<file path="src/rtl/membit_pkg.sv">
package membit_pkg;

    typedef enum logic [3:0] {
        OP_ANDC = 4'd0,
        OP_ORC  = 4'd1,
        OP_XORC = 4'd2,
        OP_LDC  = 4'd3,
        OP_STC  = 4'd4,
        OP_TSET = 4'd5,
        OP_BIT  = 4'd6,
        OP_RES  = 4'd7,
        OP_SET  = 4'd8,
        OP_CHG  = 4'd9
    } bitop_e;

    typedef struct packed {
        logic n;
        logic h;
        logic z;
        logic c;
    } flags_t;

    typedef enum logic [1:0] {
        ST_IDLE  = 2'd0,
        ST_READ  = 2'd1,
        ST_WRITE = 2'd2,
        ST_HOLD  = 2'd3
    } state_e;

    function automatic logic op_known(input logic [3:0] code);
        return code <= 4'd9;
    endfunction

endpackage

</file>
<file path="src/rtl/membit_index.sv">
module membit_index #(
    parameter int DW = 8,
    localparam int BW = $clog2(DW)
) (
    input  logic          from_acc,
    input  logic [BW-1:0] imm,
    input  logic [BW:0]   acc_low,
    output logic [BW-1:0] idx,
    output logic          in_range
);
    always_comb begin
        if (from_acc) begin
            idx      = acc_low[BW-1:0];
            in_range = ~acc_low[BW];
        end else begin
            idx      = imm;
            in_range = 1'b1;
        end
    end
endmodule

</file>
<file path="src/rtl/membit_alu.sv">
module membit_alu
    import membit_pkg::*;
#(
    parameter int DW = 8,
    localparam int BW = $clog2(DW)
) (
    input  bitop_e        op,
    input  logic [DW-1:0] rd,
    input  logic [BW-1:0] idx,
    input  flags_t        fin,
    output logic [DW-1:0] wr,
    output flags_t        fout,
    output logic          wen
);
    logic [DW-1:0] mask;
    logic          sel;

    always_comb begin
        mask = DW'(1) << idx;
        sel  = |(rd & mask);
        wr   = rd;
        fout = fin;
        wen  = 1'b0;
        case (op)
            OP_ANDC: fout.c = sel & fin.c;
            OP_ORC:  fout.c = sel | fin.c;
            OP_XORC: fout.c = sel ^ fin.c;
            OP_LDC:  fout.c = sel;
            OP_STC: begin
                wr  = fin.c ? (rd | mask) : (rd & ~mask);
                wen = 1'b1;
            end
            OP_TSET: begin
                fout.z = ~sel;
                fout.h = 1'b1;
                fout.n = 1'b0;
                wr     = rd | mask;
                wen    = 1'b1;
            end
            OP_BIT: begin
                fout.z = ~sel;
                fout.h = 1'b1;
                fout.n = 1'b0;
            end
            OP_RES: begin wr = rd & ~mask; wen = 1'b1; end
            OP_SET: begin wr = rd | mask;  wen = 1'b1; end
            OP_CHG: begin wr = rd ^ mask;  wen = 1'b1; end
            default: ;
        endcase
    end

    // plain bit edits must leave every flag alone
    always_comb begin
        if (op == OP_RES || op == OP_SET || op == OP_CHG)
            a_r7_flags_kept: assert (fout == fin);
    end
endmodule

</file>
<file path="src/rtl/membit_unit.sv">
module membit_unit
    import membit_pkg::*;
#(
    parameter int DW       = 8,
    parameter int AW       = 8,
    parameter int CYC_STD  = 8,
    parameter int CYC_TSET = 10,
    localparam int BW      = $clog2(DW),
    localparam int CYC_MAX = (CYC_TSET > CYC_STD) ? CYC_TSET : CYC_STD,
    localparam int CW      = $clog2(CYC_MAX + 1) + 1
) (
    input  logic          clk,
    input  logic          rst_n,
    input  logic          start,
    input  logic [3:0]    op,
    input  logic          idx_from_acc,
    input  logic [BW-1:0] imm_idx,
    input  logic [DW-1:0] acc,
    input  logic [AW-1:0] addr,
    input  logic [3:0]    flags_in,
    output logic          mem_req,
    output logic          mem_we,
    output logic [AW-1:0] mem_addr,
    output logic [DW-1:0] mem_wdata,
    input  logic [DW-1:0] mem_rdata,
    input  logic          mem_ready,
    output logic          busy,
    output logic          done,
    output logic [3:0]    flags_out
);
    typedef struct packed {
        state_e        st;
        logic [CW-1:0] cnt;
        bitop_e        op;
        logic [BW-1:0] idx;
        logic [AW-1:0] addr;
        logic [DW-1:0] wdata;
        flags_t        fl;
    } regs_t;

    regs_t r_q, r_d;

    logic [BW-1:0] idx_now;
    logic          in_range_now;
    logic [DW-1:0] alu_wr;
    flags_t        alu_fl;
    logic          alu_wen;
    logic [CW-1:0] budget_q;
    logic [CW-1:0] cnt_inc;

    membit_index #(.DW(DW)) u_index (
        .from_acc (idx_from_acc),
        .imm      (imm_idx),
        .acc_low  (acc[BW:0]),
        .idx      (idx_now),
        .in_range (in_range_now)
    );

    membit_alu #(.DW(DW)) u_alu (
        .op   (r_q.op),
        .rd   (mem_rdata),
        .idx  (r_q.idx),
        .fin  (r_q.fl),
        .wr   (alu_wr),
        .fout (alu_fl),
        .wen  (alu_wen)
    );

    always_comb begin
        budget_q = (r_q.op == OP_TSET) ? CW'(CYC_TSET) : CW'(CYC_STD);
        cnt_inc  = (r_q.cnt == {CW{1'b1}}) ? r_q.cnt : r_q.cnt + 1'b1;
        r_d      = r_q;
        case (r_q.st)
            ST_IDLE: begin
                if (start) begin
                    r_d.st   = (in_range_now && op_known(op)) ? ST_READ : ST_HOLD;
                    r_d.cnt  = CW'(1);
                    r_d.op   = bitop_e'(op);
                    r_d.idx  = idx_now;
                    r_d.addr = addr;
                    r_d.fl   = flags_t'(flags_in);
                end
            end
            ST_READ: begin
                r_d.cnt = cnt_inc;
                if (mem_ready) begin
                    r_d.fl    = alu_fl;
                    r_d.wdata = alu_wr;
                    r_d.st    = alu_wen ? ST_WRITE : ST_HOLD;
                end
            end
            ST_WRITE: begin
                r_d.cnt = cnt_inc;
                if (mem_ready) r_d.st = ST_HOLD;
            end
            ST_HOLD: begin
                if (r_q.cnt >= budget_q) r_d.st = ST_IDLE;
                else                     r_d.cnt = cnt_inc;
            end
            default: r_d.st = ST_IDLE;
        endcase
    end

    always_ff @(posedge clk or negedge rst_n) begin
        if (!rst_n) r_q <= '0;
        else        r_q <= r_d;
    end

    assign busy      = (r_q.st != ST_IDLE);
    assign done      = (r_q.st == ST_HOLD) && (r_q.cnt >= budget_q);
    assign mem_req   = (r_q.st == ST_READ) || (r_q.st == ST_WRITE);
    assign mem_we    = (r_q.st == ST_WRITE);
    assign mem_addr  = r_q.addr;
    assign mem_wdata = r_q.wdata;
    assign flags_out = r_q.fl;

    // the end pulse lasts one clock
    a_r9_done_single: assert property (@(posedge clk) disable iff (!rst_n)
        done |=> !done);

    // a write is only started right after a completed read
    a_r10_write_after_read: assert property (@(posedge clk) disable iff (!rst_n)
        (mem_req && mem_we && !$past(mem_req && mem_we))
            |-> $past(mem_req && !mem_we && mem_ready));

    // a stalled request keeps its direction and address
    a_r10_hold_request: assert property (@(posedge clk) disable iff (!rst_n)
        (mem_req && !mem_ready) |=> (mem_req && $stable(mem_we) && $stable(mem_addr)));

    // out-of-range accumulator index touches no memory
    a_r8_no_access_high_idx: assert property (@(posedge clk) disable iff (!rst_n)
        (start && !busy && idx_from_acc && acc[BW]) |=> !mem_req);

    // no memory traffic outside an instruction
    a_r1_idle_quiet: assert property (@(posedge clk) disable iff (!rst_n)
        !busy |-> (!mem_req && !done));
endmodule

</file>
<file path="config.mk">
export PLATFORM = sky130hd
export DESIGN_NAME = membit_unit
export DESIGN_NICKNAME = d
export VERILOG_FILES = /design/src/rtl/membit_pkg.sv /design/src/rtl/membit_index.sv /design/src/rtl/membit_alu.sv /design/src/rtl/membit_unit.sv
export SDC_FILE = /design/constraint.sdc
export NUM_CORES = 1
export LEC_CHECK = 0
export BUFFER_PORTS_ARGS = -buffer_cell sky130_fd_sc_hd__buf_2
export CAP_MARGIN = 20
export CORE_UTILIZATION = 55
export DETAILED_ROUTE_END_ITERATION = 8
export PLACE_DENSITY_LB_ADDON = 0.05
export SLEW_MARGIN = 5
export SYNTH_ARGS = -nofsm -noshare
export SYNTH_HDL_FRONTEND = slang
export SYNTH_HIERARCHICAL = 1
export SYNTH_SLANG_ARGS = --single-unit
</file>
<file path="constraint.sdc">
create_clock -name clk -period 3.05 [get_ports clk]
set_input_delay 0.305 -clock clk [delete_from_list [all_inputs] [get_ports clk]]
set_output_delay 0.305 -clock clk [all_outputs]
set_load 0.01 [all_outputs]
</file>
==> results.tsv, run 1 <==
stage	metric	value	unit
yosys	netlist_top_cells_area	dfrtp_1, ha_1, mux2_2, buf_4, inv_1	
cts	clockBufferDepth	2	
floorplanning	ios	64	
worst_setup_path	slowest_delay	490	ps
yosys	ys_warn_count	6	
global_route	grt_pass1_wl	9130	µm
worst_setup_path	path_max_fanout	9	
power_and_ir_drop	peakVddDrop	500	µV
cts	clk_pin_slew_worst_paths	70	ps
worst_setup_path	crit_chain	nor3b_1 -> ha_1 -> nor4_2 -> nand2_1 -> inv_1 -> ha_1 -> mux4_2 -> mux2_4 -> mux2i_1 -> a21oi_1	
worst_setup_path	cp-start-kind	flop	
floorplanning	core	0.00479	mm²
yosys	synth_top_area_share	30.6	%
worst_hold_path	hp-class	in -> async	
final_layout	synthToLayoutAreaGrowth	11.2	%
placement	place_congestion	0.849	
timing	period_share	90.8	%
yosys	synthTopCellsByCount	inv_1, dfrtp_1, ha_1	
yosys	async_reset_ff_share	100	%
timing	skew	5.76	ps
floorplanning	rows	25	
cts	numCtsBuffers	5	
global_route	antenna_found_initial	0	
floorplanning	dieArea	0.00534	mm²
drt	dr.first_iter.drc_count	103	
final_layout	n_antenna_cell	0	
final_layout	nNetsFinal	398	
yosys	synth.most_common_cell	inv_1	
worst_setup_path	crit_arrival	2930	ps
drt	drc_errors	0	
global_route	grt_pass1_vias	2045	
cts	tritoncts	yes	
worst_setup_path	required	3210	ps
yosys	synth-edff-count	0	
timing	finalHoldViolCount	0	
yosys	ys_ff_latch	34	
floorplanning	dieHeight	73.1	µm
cts	cts.sinks	34	
global_route	grt_overflow	0	
timing	tns	0	ps
yosys	syn_nets	356	
timing	worst_pin_slew	760	ps
cts	cts_hold_buf	0	
cts	htree_levels	2	
yosys	synth_cell_types	48	
worst_setup_path	startpoint	r_q[22]$_DFFE_PN0P_	
timing	setup_violations	0	
worst_setup_path	path_class	reg -> reg	
outcome	run_status	finished, final reports clean	
worst_setup_path	critPathCaptureType	flop	
final_layout	drive_above_1_share	32.8	%
drt	wl	5660	µm
timing	slew_viol_final	0	
timing	min_period	2770	ps
drt	wl_per_cell	14.4	µm
yosys	avgSynthCellArea	9.82	µm²
cts	cts_root_buf	clkbuf_8	
floorplanning	die_x	73.1	µm
drt	ant_nets	0	
worst_setup_path	ff2ff_path_depth	10	
power_and_ir_drop	total_leakage_power	1.55	nW
worst_setup_path	endpoint	flags_out[0]$_DFFE_PN0P_	
global_route	grt_max_degree	35	
yosys	synth.cell_area	0.00278	mm²
cts	clk_latency	290	ps
worst_setup_path	r2r_start	r_q[22]$_DFFE_PN0P_	
run	maxCapViolations	0	
cts	cts_setup_buffers	0	
yosys	synth_flop_cell	dfrtp_1	
yosys	syn_inst	283	
power_and_ir_drop	power_density	961	mW/mm²
cts	postCtsResizedCells	0	
yosys	yosysSeqAreaShare	30.6	%
drt	dr.pass1.iters	5	
timing	fmax	361	MHz
drt	num_vias	2149	
floorplanning	initial_core_util	58.1	%
timing	rsz0062_at_grt	false	
global_route	grt_usage	22.5	%
power_and_ir_drop	p_total	2.97	mW
worst_setup_path	ff2ff_setup_slack	280	ps
drt	vias_per_cell	5.47	
yosys	yosys.area.top_type	dfrtp_1	
timing	slew_headroom	49.3	%
placement	portBuffers	59	
placement	dp_hpwl	4050	µm
worst_setup_path	crit_top_cell	ha_1	
worst_setup_path	crit_slowest_cell	dfrtp_1	
worst_setup_path	r2r_end	flags_out[0]$_DFFE_PN0P_	
[metal layers]
metal	vias up	GRT usage, %	wire, µm
li1	1062	-	-
met1	1015	28.3	2590
met2	66	38.7	2710
met3	6	4.70	282
met4	0	6.32	67
met5	-	0	0
[layout make-up]
class | count | area (µm²)
sequential | 34 | 851
timing repair buffer | 62 | 318
inverter | 37 | 139
clock inverter | 1 | 5.00
tap | 67 | 83.8
clock buffer | 7 | 86.3
fill | 422 | 1700
multi-input combinational | 185 | 1610
[worst min path at each step]
stage | depth (start not counted) | slack, ps | endpoint | from
finish | 1 | 80 | mem_wdata[3]$_DFFE_PN0P_ | rst_n
global route | 1 | 170 | mem_wdata[3]$_DFFE_PN0P_ | rst_n
floorplan | 0 | 9 | flags_out[0]$_DFFE_PN0P_ | rst_n
CTS | 1 | 120 | mem_wdata[3]$_DFFE_PN0P_ | rst_n
global placement | 1 | 430 | mem_wdata[3]$_DFFE_PN0P_ | rst_n
detailed placement | 1 | 430 | mem_wdata[3]$_DFFE_PN0P_ | rst_n
[sequential cells by signal, summed over array words and instances (netlist names)]
name       flops
mem_wdata      8
r_q           14
flags_out      4
mem_addr       8
[power by group]
group          internal, mW  switching, mW
sequential            0.664          0.180
combinational         0.841          0.931
clock                 0.182          0.170
total                  1.69           1.28
[critical path, delay by kind of cell (launching register included)]
kind / cells / cell delay [ps]
adders and majority gates: 2 / 530
DFF: 1 / 490
and+or+nand+nor: 3 / 650
muxes: 3 / 840
buffers and inverters: 1 / 60
AOI/OAI and AO/OA: 1 / 80
[cells in the final DEF (no fill, tap or decap), types with 2 or more instances in the layout]
master / n
buf_2: 59
inv_1: 37
dfrtp_1: 34
nor3_1: 3
nor2_1: 17
nor3b_1: 4
ha_1: 33
mux2_4: 2
clkbuf_8: 6
a222oi_1: 8
a32o_1: 9
nand3_1: 3
nor2b_1: 2
and3b_1: 3
a21oi_1: 9
nand2_1: 17
a211oi_1: 2
nand2b_1: 3
o21ai_0: 11
mux2_2: 26
a2bb2oi_1: 2
mux2i_1: 5
buf_4: 3
nor4_2: 2
[kinds of logic (layout without fill, tap and decap cells)]
logic type	Yosys count	count (layout)	synth area share [%]
adder cells (fa/ha/maj)	33	33	14.9
flip-flops	34	34	30.6
AND/OR/NAND/NOR	63	63	12.7
XOR/XNOR	2	2	0.630
AO/OA/AOI/OAI	53	53	15.4
multiplexers	34	34	14.2
buffers and inverters	64	107	11.6
[through the flow]
stage	utilization (%)	instances	setup slack (ps)	hold slack, ps	area (µm²)
floorplan	-	283	570	9.41	2780
global placement	62.6	385	401	434	3000
detailed placement	62.6	385	327	430	3000
CTS	64.5	393	306	119	3090
global route	64.5	393	137	165	3090
finish	64.5	393	281	80.8	3090
Power figures use the tool's default switching activity.
==> inputs of run 2 (changes only) <==
- BUFFER_PORTS_ARGS: -buffer_cell sky130_fd_sc_hd__buf_2 -> -buffer_cell sky130_fd_sc_hd__buf_4
- SETUP_SLACK_MARGIN: default -> 0.15
==> run 2 against run 1 <==
Against the previous run:
- routed wire length increased by 0.19%
- combinational power increased by 6%
- critical path depth unchanged
- worst hold slack improved by 160 ps
- first-iteration DRC count decreased by 5.8%
- die area unchanged
- clock power increased by 20%
- total power increased by 6.4%
- utilization increased by 4.0 points
- sequential power increased by 1%
- critical path type unchanged
- largest cell class unchanged
==> results.tsv, run 2 (synthesized netlist as in run 1, its figures left out) <==
stage	metric	value	unit	change
final_layout	largest_reg_flops	14		unchanged
timing	setup_violations	0		unchanged
timing	slew_headroom	46.8	%	was 49.3%
global_route	grt_usage	22.4	%	was 22.5%
placement	place_congestion	0.854		was 0.849
final_layout	nNetsFinal	399		was 398
worst_hold_path	worstHoldStart	addr[3]		
power_and_ir_drop	total_leakage_power	1.61	nW	was 1.55 nW
final_layout	stdcell_count	394		was 393
outcome	run_status	finished, final reports clean		unchanged
global_route	grt_overflow	0		unchanged
power_and_ir_drop	peakVddDrop	520	µV	was 500 µV
cts	cts_root_buf	clkbuf_8		unchanged
placement	dp.cells	385		unchanged
placement	dp_hpwl	4040	µm	was 4050 µm
worst_setup_path	crit_arrival	2910	ps	was 2930 ps
worst_setup_path	path_buf_inv	1		unchanged
final_layout	largest_register	r_q		unchanged
cts	clockBufferDepth	2		unchanged
timing	worst_pin_slew	797	ps	was 760 ps
worst_setup_path	ff2ff_setup_slack	300	ps	was 280 ps
timing	fmax	364	MHz	was 361 MHz
drt	dr.pass1.iters	4		was 5
final_layout	synthToLayoutAreaGrowth	18.0	%	was 11.2%
timing	hold_ws	243	ps	was 80.8 ps
timing	min_period	2750	ps	was 2770 ps
placement	portBuffers	59		unchanged
final_layout	layout_commonest_cell	buf_4		was buf_2
worst_setup_path	path_max_fanout	9		unchanged
worst_hold_path	hold_end	mem_addr[3]$_DFFE_PN0P_		
cts	numCtsBuffers	5		unchanged
cts	clk_pin_slew_worst_paths	80	ps	was 70 ps
floorplanning	initial_core_util	58.1	%	unchanged
cts	htree_levels	2		unchanged
global_route	grt_pass1_vias	2119		was 2045
floorplanning	dieHeight	73.1	µm	unchanged
worst_setup_path	crit_chain	nor3b_1 -> ha_1 -> nor4_2 -> nand2_1 -> inv_1 -> ha_1 -> mux4_2 -> mux2_4 -> mux2i_1 -> a21oi_1		unchanged
drt	wl_per_cell	14.4	µm	about the same
worst_setup_path	path_class	reg -> reg		unchanged
final_layout	layout_common_cells	buf_4, inv_1, dfrtp_1		was buf_2, inv_1, dfrtp_1
cts	cts.sinks	34		unchanged
worst_setup_path	r2r_end	flags_out[0]$_DFFE_PN0P_		unchanged
worst_setup_path	crit_family	multiplexers		unchanged
worst_setup_path	slowest_delay	510	ps	was 490 ps
final_layout	drive_above_1_share	33.6	%	was 32.8%
worst_setup_path	critPathCaptureType	flop		unchanged
global_route	antenna_found_initial	0		unchanged
drt	drc_errors	0		unchanged
placement	dpl_cell_area	0.00315	mm²	was 0.00300 mm²
floorplanning	rows	25		unchanged
cts	clk_latency	290	ps	about the same
run	maxCapViolations	0		unchanged
drt	wl	5670	µm	was 5660 µm
cts	cts_setup_buffers	0		unchanged
power_and_ir_drop	power_density	963	mW/mm²	was 961 mW/mm²
timing	slew_viol_final	0		unchanged
worst_setup_path	crit_slowest_cell	dfrtp_1		unchanged
timing	skew	6.53	ps	was 5.76 ps
worst_setup_path	ff2ff_path_depth	10		unchanged
final_layout	stdcell_area	0.00328	mm²	was 0.00309 mm²
drt	ant_nets	0		unchanged
timing	finalHoldViolCount	0		unchanged
floorplanning	die_x	73.1	µm	unchanged
worst_hold_path	hp-class	in -> reg		was in -> async
timing	period_share	90.1	%	was 90.8%
drt	vias_per_cell	5.48		was 5.47
worst_setup_path	cp-start-kind	flop		unchanged
timing	tns	0	ps	unchanged
worst_setup_path	startpoint	r_q[20]$_DFFE_PN0P_		was r_q[22]$_DFFE_PN0P_
final_layout	num-fill-cells	392		was 422
floorplanning	dieArea	0.00534	mm²	unchanged
drt	num_vias	2161		was 2149
floorplanning	core	0.00479	mm²	unchanged
worst_setup_path	crit_top_cell	ha_1		unchanged
final_layout	n_antenna_cell	0		unchanged
worst_setup_path	r2r_start	r_q[20]$_DFFE_PN0P_		was r_q[22]$_DFFE_PN0P_
global_route	grt_max_degree	35		unchanged
timing	rsz0062_at_grt	false		unchanged
cts	tritoncts	yes		unchanged
global_route	grt_pass1_wl	9150	µm	was 9130 µm
worst_hold_path	whs_path_depth	2		
floorplanning	ios	64		unchanged
worst_setup_path	required	3210	ps	about the same
drt	dr.first_iter.drc_count	97		was 103
[run 2: area by class of cell]
cell class / count / area [µm²] / area share [%]
Clock inverter: 3 / 45.0 / 1.37
Tap cell: 67 / 83.8 / 2.56
Multi-Input combinational cell: 185 / 1620 / 49.3
Timing Repair Buffer: 63 / 475 / 14.5
Inverter: 37 / 139 / 4.24
Clock buffer: 5 / 68.8 / 2.10
Sequential cell: 34 / 851 / 25.9
[run 2: worst max path at each step]
stage / to / slack [ps] / cells after the start
after floorplan: flags_out[0]$_DFFE_PN0P_ / 570 / 10
after global routing: flags_out[0]$_DFFE_PN0P_ / 170 / 10
final: flags_out[0]$_DFFE_PN0P_ / 300 / 10
after global placement: flags_out[0]$_DFFE_PN0P_ / 400 / 10
after CTS: flags_out[0]$_DFFE_PN0P_ / 300 / 10
after detailed placement: flags_out[0]$_DFFE_PN0P_ / 330 / 10
[run 2: metrics by stage]
step / utilization [%] / setup WS (ps) / power (mW)
6_report: 68.5 / 303 / 3.16
5_1_grt: 68.5 / 172 / 3.42
4_1_cts: 68.3 / 299 / 3.16
3_5_place_dp: 65.7 / 332 / 2.73
3_3_place_gp: 65.7 / 402 / 2.68
2_1_floorplan: - / 570 / 2.32
[run 2: what timing repair did]
| item | 4_1_cts | 5_1_grt |
|---|---|---|
| gates resized for setup | 0 | 2 |
| endpoints found under the setup margin | 0 | 1 |
| endpoints found under the hold margin | 34 | 0 |
| hold buffers | 1 | 0 |
[run 2: per-layer routing]
| metal | vias up | GRT usage, % | share of wire (%) |
|---|---|---|---|
| met2 | 67 | 37.8 | 46 |
| met5 | - | 0 | 0 |
| met1 | 1027 | 28.2 | 47 |
| li1 | 1059 | - | - |
| met4 | 0 | 7.63 | 1.3 |
| met3 | 8 | 5.11 | 5.6 |
[run 2: power breakdown]
| part | switching, mW | internal [mW] |
|---|---|---|
| Sequential | 0.189 | 0.664 |
| Combinational | 0.937 | 0.944 |
| Clock | 0.181 | 0.243 |
| Total | 1.31 | 1.85 |
